$ cat config.mk
export PLATFORM = sky130hd
export DESIGN_NAME = tmr_io_chan
export DESIGN_NICKNAME = d
export VERILOG_FILES = /design/src/rtl/tio_pkg.sv /design/src/rtl/tio_edge_sync.sv /design/src/rtl/tio_slot.sv /design/src/rtl/tmr_io_chan.sv
export SDC_FILE = /design/constraint.sdc
export NUM_CORES = 1
export LEC_CHECK = 0
export CAP_MARGIN = 20
export CORE_MARGIN = 1
export CORE_UTILIZATION = 35
export CTS_CLUSTER_DIAMETER = 120
export CTS_CLUSTER_SIZE = 10
export DETAILED_ROUTE_END_ITERATION = 8
export SLEW_MARGIN = 10
export SYNTH_ARGS = -nofsm -noshare
export SYNTH_HDL_FRONTEND = slang
export SYNTH_SLANG_ARGS = --single-unit
$ cat constraint.sdc
create_clock -name clk -period 2.6 [get_ports clk]
set_input_delay 0.26 -clock clk [delete_from_list [all_inputs] [get_ports clk]]
set_output_delay 0.26 -clock clk [all_outputs]
set_load 0.1 [all_outputs]
$ cat src/rtl/tio_pkg.sv
package tio_pkg;

    localparam int FIELD_W = 4;

    typedef enum logic [1:0] {
        S_OFF     = 2'd0,
        S_CMP     = 2'd1,
        S_CAP_PIN = 2'd2,
        S_CAP_NBR = 2'd3
    } slot_state_t;

    localparam logic [1:0] ACT_LOW    = 2'b01;
    localparam logic [1:0] ACT_HIGH   = 2'b10;
    localparam logic [1:0] ACT_TOGGLE = 2'b11;

    function automatic slot_state_t decode_field(input logic [FIELD_W-1:0] f);
        slot_state_t s;
        if (!f[3]) begin
            s = (f[1:0] == 2'b00) ? S_OFF : S_CMP;
        end else if (!f[2]) begin
            s = S_CAP_PIN;
        end else begin
            s = S_CAP_NBR;
        end
        return s;
    endfunction

endpackage

$ cat src/rtl/tio_edge_sync.sv
module tio_edge_sync #(
    parameter int STAGES = 2
) (
    input  logic clk,
    input  logic rst_n,
    input  logic pin_i,
    output logic rise_o,
    output logic fall_o
);
    logic [STAGES:0] sh_q;

    always_ff @(posedge clk or negedge rst_n) begin
        if (!rst_n) begin
            sh_q <= '0;
        end else begin
            sh_q <= {sh_q[STAGES-1:0], pin_i};
        end
    end

    assign rise_o = sh_q[STAGES-1] & ~sh_q[STAGES];
    assign fall_o = ~sh_q[STAGES-1] & sh_q[STAGES];

endmodule

$ cat src/rtl/tio_slot.sv
module tio_slot
    import tio_pkg::*;
#(
    parameter int CNT_W       = 16,
    parameter int SYNC_STAGES = 2
) (
    input  logic               clk,
    input  logic               rst_n,
    input  logic               ctrl_we,
    input  logic [FIELD_W-1:0] field,
    input  logic               gr_we,
    input  logic [CNT_W-1:0]   gr_wdata,
    input  logic [CNT_W-1:0]   cnt,
    input  logic               pin_i,
    input  logic               nbr_evt,
    output logic [CNT_W-1:0]   gr_o,
    output logic               pin_o,
    output logic               oe_o,
    output logic               hit_o,
    output logic               cap_o
);
    slot_state_t state_q, state_d;
    logic [CNT_W-1:0] gr_q;
    logic pin_q, oe_q, hit_q, cap_q;
    logic rise, fall, pin_edge, cmp_match, cap_evt;

    tio_edge_sync #(.STAGES(SYNC_STAGES)) u_sync (
        .clk   (clk),
        .rst_n (rst_n),
        .pin_i (pin_i),
        .rise_o(rise),
        .fall_o(fall)
    );

    // Transitions: to_off / to_cmp / to_cap_pin / to_cap_nbr on a mode write
    always_comb begin
        state_d = state_q;
        if (ctrl_we) begin
            state_d = decode_field(field);
        end
    end

    always_ff @(posedge clk or negedge rst_n) begin
        if (!rst_n) begin
            state_q <= S_OFF;
        end else begin
            state_q <= state_d;
        end
    end

    always_comb begin
        unique case (field[1:0])
            2'b00:   pin_edge = rise;
            2'b01:   pin_edge = fall;
            default: pin_edge = rise | fall;
        endcase
    end

    assign cmp_match = (state_q == S_CMP) && (cnt == gr_q) && !ctrl_we;
    assign cap_evt   = !ctrl_we &&
                       (((state_q == S_CAP_PIN) && pin_edge) ||
                        ((state_q == S_CAP_NBR) && nbr_evt));

    // Output process
    always_ff @(posedge clk or negedge rst_n) begin
        if (!rst_n) begin
            pin_q <= 1'b0;
            oe_q  <= 1'b0;
            hit_q <= 1'b0;
            cap_q <= 1'b0;
        end else begin
            hit_q <= cmp_match;
            cap_q <= cap_evt;
            if (ctrl_we) begin
                unique case (state_d)
                    S_CMP: begin
                        pin_q <= field[2];
                        oe_q  <= 1'b1;
                    end
                    S_OFF, S_CAP_PIN, S_CAP_NBR: begin
                        pin_q <= 1'b0;
                        oe_q  <= 1'b0;
                    end
                endcase
            end else if (cmp_match) begin
                unique case (field[1:0])
                    ACT_LOW:    pin_q <= 1'b0;
                    ACT_HIGH:   pin_q <= 1'b1;
                    ACT_TOGGLE: pin_q <= ~pin_q;
                    default:    pin_q <= pin_q;
                endcase
            end
        end
    end

    always_ff @(posedge clk or negedge rst_n) begin
        if (!rst_n) begin
            gr_q <= '0;
        end else if (gr_we) begin
            gr_q <= gr_wdata;
        end else if (cap_evt) begin
            gr_q <= cnt;
        end
    end

    assign gr_o  = gr_q;
    assign pin_o = pin_q;
    assign oe_o  = oe_q;
    assign hit_o = hit_q;
    assign cap_o = cap_q;

    AST_WRITE_INIT: assert property (@(posedge clk) disable iff (!rst_n)
        (ctrl_we && !field[3] && field[1:0] != 2'b00) |=> (oe_o && pin_o == $past(field[2])));
    AST_OFF_QUIET: assert property (@(posedge clk) disable iff (!rst_n)
        (state_q == S_OFF) |-> (!oe_o && !pin_o && !hit_o));
    AST_HIT_WHILE_DRIVING: assert property (@(posedge clk) disable iff (!rst_n)
        hit_o |-> oe_o);
    AST_TOGGLE_FLIPS: assert property (@(posedge clk) disable iff (!rst_n)
        (state_q == S_CMP && field[1:0] == ACT_TOGGLE && cnt == gr_q && !ctrl_we)
        |=> (pin_o != $past(pin_o)));
    AST_SET_HIGH: assert property (@(posedge clk) disable iff (!rst_n)
        (state_q == S_CMP && field[1:0] == ACT_HIGH && cnt == gr_q && !ctrl_we) |=> pin_o);
    AST_CAP_VALUE: assert property (@(posedge clk) disable iff (!rst_n)
        (cap_o && !$past(gr_we)) |-> (gr_o == $past(cnt)));
    AST_NBR_CAPTURE: assert property (@(posedge clk) disable iff (!rst_n)
        (state_q == S_CAP_NBR && nbr_evt && !ctrl_we) |=> cap_o);
    AST_CAP_NO_OE: assert property (@(posedge clk) disable iff (!rst_n)
        (state_q == S_CAP_PIN || state_q == S_CAP_NBR) |-> (!oe_o && !pin_o));

endmodule

$ cat src/rtl/tmr_io_chan.sv
module tmr_io_chan
    import tio_pkg::*;
#(
    parameter int CNT_W       = 16,
    parameter int SYNC_STAGES = 2
) (
    input  logic             clk,
    input  logic             rst_n,
    input  logic             bus_we,
    input  logic [1:0]       bus_sel,
    input  logic [CNT_W-1:0] bus_wdata,
    output logic [CNT_W-1:0] bus_rdata,
    input  logic [CNT_W-1:0] cnt,
    input  logic [1:0]       pin_i,
    output logic [1:0]       pin_o,
    output logic [1:0]       pin_oe,
    input  logic [1:0]       nbr_evt,
    output logic [1:0]       hit,
    output logic [1:0]       cap
);
    localparam int N_SLOTS = 2;
    localparam int CTRL_W  = N_SLOTS * FIELD_W;

    logic [CTRL_W-1:0] ctrl_q;
    logic              ctrl_we;
    logic [CNT_W-1:0]  gr_w [N_SLOTS];

    assign ctrl_we = bus_we && (bus_sel == 2'd0);

    always_ff @(posedge clk or negedge rst_n) begin
        if (!rst_n) begin
            ctrl_q <= '0;
        end else if (ctrl_we) begin
            ctrl_q <= bus_wdata[CTRL_W-1:0];
        end
    end

    for (genvar g = 0; g < N_SLOTS; g++) begin : g_slot
        logic [FIELD_W-1:0] field_w;
        logic               gr_we_w;

        assign field_w = ctrl_we ? bus_wdata[g*FIELD_W +: FIELD_W]
                                 : ctrl_q[g*FIELD_W +: FIELD_W];
        assign gr_we_w = bus_we && (bus_sel == 2'(g + 1));

        tio_slot #(.CNT_W(CNT_W), .SYNC_STAGES(SYNC_STAGES)) u_slot (
            .clk     (clk),
            .rst_n   (rst_n),
            .ctrl_we (ctrl_we),
            .field   (field_w),
            .gr_we   (gr_we_w),
            .gr_wdata(bus_wdata),
            .cnt     (cnt),
            .pin_i   (pin_i[g]),
            .nbr_evt (nbr_evt[g]),
            .gr_o    (gr_w[g]),
            .pin_o   (pin_o[g]),
            .oe_o    (pin_oe[g]),
            .hit_o   (hit[g]),
            .cap_o   (cap[g])
        );
    end

    always_comb begin
        unique case (bus_sel)
            2'd0:    bus_rdata = {{(CNT_W-CTRL_W){1'b0}}, ctrl_q};
            2'd1:    bus_rdata = gr_w[0];
            2'd2:    bus_rdata = gr_w[1];
            default: bus_rdata = '0;
        endcase
    end

    AST_MODE_READBACK: assert property (@(posedge clk) disable iff (!rst_n)
        ctrl_we |=> (bus_sel != 2'd0 || bus_rdata[CTRL_W-1:0] == $past(bus_wdata[CTRL_W-1:0])));

endmodule

==> flow_summary.json <==
{
  "nFillCells": 904,
  "clk_pin_slew_worst_paths_ns": 0.06,
  "pin_count": 65,
  "synth_area_mm2": 0.00342,
  "end_kind": "flip-flop",
  "maxCapViolations": 0,
  "rsz0062_at_grt": "false",
  "ir_drop_v": 0.000371,
  "clock-root-buffer": "clkbuf_8",
  "final_antenna_net_count": 0,
  "setup_violations": 0,
  "cts_max_path_buffers": 2,
  "p_leak_nw": 2.10,
  "routed_wl_um": 9230,
  "comb_power_share": 0.453,
  "hpwlAfterDp_um": 6540,
  "crit_path_start_kind": "primary input",
  "drc": 0,
  "synth_edf_count": 0,
  "clock_latency_ns": 0.35,
  "num_rows": 35,
  "syn_nets": 406,
  "final_nets": 491,
  "grt_pass1_wl_um": 14600,
  "grt_pass1_vias": 2853,
  "top_usage_layer": "met2",
  "hold_class": "in -> reg",
  "synthCells": 353,
  "critical_path_class": "in -> reg",
  "ys_ff_latch": 58,
  "synth_mux_area_frac": 0.138,
  "power.switching_mw": 1.59,
  "die_h_um": 101,
  "via_count": 2839,
  "grt_max_degree": 33,
  "drt-wirelength-per-cell_um": 16.1,
  "grtUsageMet2": 0.311,
  "tightest_slew_ns": 0.756,
  "finalCritPeriodShare": 0.937,
  "overflow": 0,
  "clock_sinks": 58,
  "slew_violations": 0,
  "place_congestion": 0.776,
  "ys.flop_type": "dfrtp_1",
  "clkPwrFrac": 0.205,
  "worstPathArrival_ns": 2.66,
  "cts_tree": "done",
  "grt_util_all_layers": 0.192,
  "path_max_fanout": 8,
  "synth-xor-area-share": 0.0818,
  "switching_share": 0.411,
  "grt.met1_usage": 0.251,
  "cts_buffers": 9,
  "outcome": "complete, no violations",
  "fin_skew_ns": 0.00861,
  "grt.met3_usage": 0.0451,
  "yosysWarningCount": 0,
  "antenna_found_initial": 0,
  "dieArea_mm2": 0.0102,
  "finalHoldViolCount": 0,
  "synth_adder_area_share": 0.0438,
  "start_util": 0.365,
  "finalPower_mw": 3.86,
  "synthToLayoutAreaGrowth_pct": 38.3,
  "post_route_cells_drive_above_1_share": 0.187,
  "coreArea_mm2": 0.00937,
  "async_reset_ff_frac": 1.00,
  "finalCriticalPeriod_ns": 2.44,
  "synth-seq-area-share": 0.424,
  "yosysUniqueCellTypes": 30,
  "synthSimpleGateAreaFrac": 0.133,
  "synth-compound-area-share": 0.113,
  "drt_first_pass_iters": 4,
  "timing.fmax_mhz": 410,
  "synth_top_family_by_area": "multiplexers",
  "setup_tns_ns": 0,
  "power_density_mw_per_mm2": 815,
  "h-tree-depth": 3,
  "fin_util": 0.505,
  "fp.dieW_um": 101,
  "drtIter0Drc": 131,
  "p_int_mw": 2.27,
  "io_buffers": 64,
  "num_antenna_cells": 0,
  "viasPerCell": 4.96,
  "critPathRequiredTime_ns": 2.82,
  "syn_area_per_cell_um2": 9.70,
  "maxSlewHeadroom": 0.496,
  "pwr-share-seq": 0.343
}
[flip-flops by register name (all words and copies together), names as in the netlist]
name and flops:
ctrl_q 8, g_slot.u_slot.oe_o 2, g_slot.u_slot.hit_o 2, g_slot.u_slot.u_sync.sh_q 6, g_slot.u_slot.state_q 4, g_slot.u_slot.gr_o 32
g_slot.u_slot.cap_o 2, g_slot.u_slot.pin_o 2
[through the flow]
| stage | hold slack (ns) | std cells | cell area [um2] | worst slack (ns) |
|---|---|---|---|---|
| floorplan | -0.0356 | 353 | 3430 | 0.0687 |
| global placement | 0.334 | 551 | 4460 | -0.380 |
| detailed placement | 0.337 | 551 | 4460 | -0.463 |
| CTS | 0.344 | 569 | 4660 | 0.00301 |
| global route | 0.329 | 572 | 4730 | 0.0567 |
| finish | 0.343 | 572 | 4730 | 0.163 |
[worst paths after layout]
path                                                 start                               to  slack, ns  depth (start not counted)
max                                             bus_sel[1]         g_slot[1].u_slot.gr_o[6]       0.16                         12
min reg2reg                g_slot[1].u_slot.u_sync.sh_q[0]  g_slot[1].u_slot.u_sync.sh_q[1]       0.35                          0
max reg2reg                                      ctrl_q[5]         g_slot[1].u_slot.gr_o[6]       0.23                          9
max in group asynchronous                            rst_n         g_slot[1].u_slot.gr_o[7]       1.35                          3
min                                             bus_sel[0]                        ctrl_q[0]       0.34                          4
min in group asynchronous                            rst_n            g_slot[1].u_slot.oe_o       0.52                          2
[power groups by stage]
stage	logic (mW)	clock network (mW)	registers, mW
2_1_floorplan	1.17	0	1.29
3_3_place_gp	1.69	0	1.33
3_5_place_dp	1.71	0	1.34
4_1_cts	1.72	0.803	1.32
5_1_grt	1.85	0.849	1.35
6_report	1.75	0.791	1.32
[metal layers]
layer | share of wire | vias up | wire length [um]
met2 | 0.47 | 79 | 4300
li1 | - | 1377 | -
met1 | 0.47 | 1368 | 4300
met4 | 0.023 | 0 | 208
met3 | 0.046 | 15 | 425
met5 | 0 | - | 0
[worst max-delay path: stages]
cell and delay, ns:
dlymetal6s2s_1 0.17, nor3b_4 0.27, buf_6 0.15, mux2_4 0.29, inv_1 0.08, ha_2 0.18
a22o_1 0.13, o311ai_1 0.12, a311oi_4 0.48, clkbuf_16 0.26, mux2i_1 0.18, a21oi_1 0.09
[Yosys cell counts (all sizes together), types with 8 or more instances]
| library cell | n | area share |
|---|---|---|
| o21ai | 9 | 0.013 |
| buf | 15 | 0.041 |
| clkbuf | 11 | 0.012 |
| nor4 | 8 | 0.015 |
| xor2 | 18 | 0.046 |
| nor2 | 40 | 0.044 |
| a21oi | 40 | 0.058 |
| nand2 | 42 | 0.046 |
| a22o | 10 | 0.026 |
| xnor2 | 14 | 0.036 |
| dfrtp | 58 | 0.42 |
| inv | 12 | 0.013 |
| ha | 12 | 0.044 |
| mux2i | 42 | 0.12 |
[kinds of logic after synthesis]
kind of cell,after synthesis
adders and majority gates,12
buffers and inverters,38
AOI/OAI and AO/OA,64
DFF,58
muxes,46
xor gates and xnor gates,32
and+or+nand+nor,103
[cell usage in the layout, fill, tap and decap left out, types with 3 or more instances in the layout]
cell type,netlist,layout
buf_12,2,18
buf_4,9,38
dlymetal6s2s_1,0,3
inv_1,12,12
dfrtp_1,58,58
mux2i_1,42,42
nor4_1,8,8
nor2_1,40,40
xnor2_1,14,14
clkbuf_8,0,12
a22o_1,10,10
nand2_1,42,42
clkdlybuf4s50_1,0,36
xor2_1,18,18
a21oi_1,40,40
o21ai_1,0,8
ha_1,12,11
[final cells by class]
| class | count | area, um2 | area share |
|---|---|---|---|
| clock buffers | 14 | 173 | 0.0365 |
| clock inverters | 2 | 10.0 | 0.00211 |
| inverters | 12 | 45.0 | 0.00951 |
| multi-input cells | 257 | 1770 | 0.375 |
| flip-flops and latches | 58 | 1450 | 0.307 |
| well taps | 129 | 161 | 0.0341 |
| repair buffers | 100 | 1120 | 0.237 |
[timing repair]
action,in CTS,in global routing
resized for setup,2,6
setup endpoints to repair,32,32
hold buffers,1,0
buffers inserted,1,1
endpoints found under the hold margin,2,0
pin swaps,1,2
cloned,0,2
No activity file was read; power rests on OpenSTA's default activity.
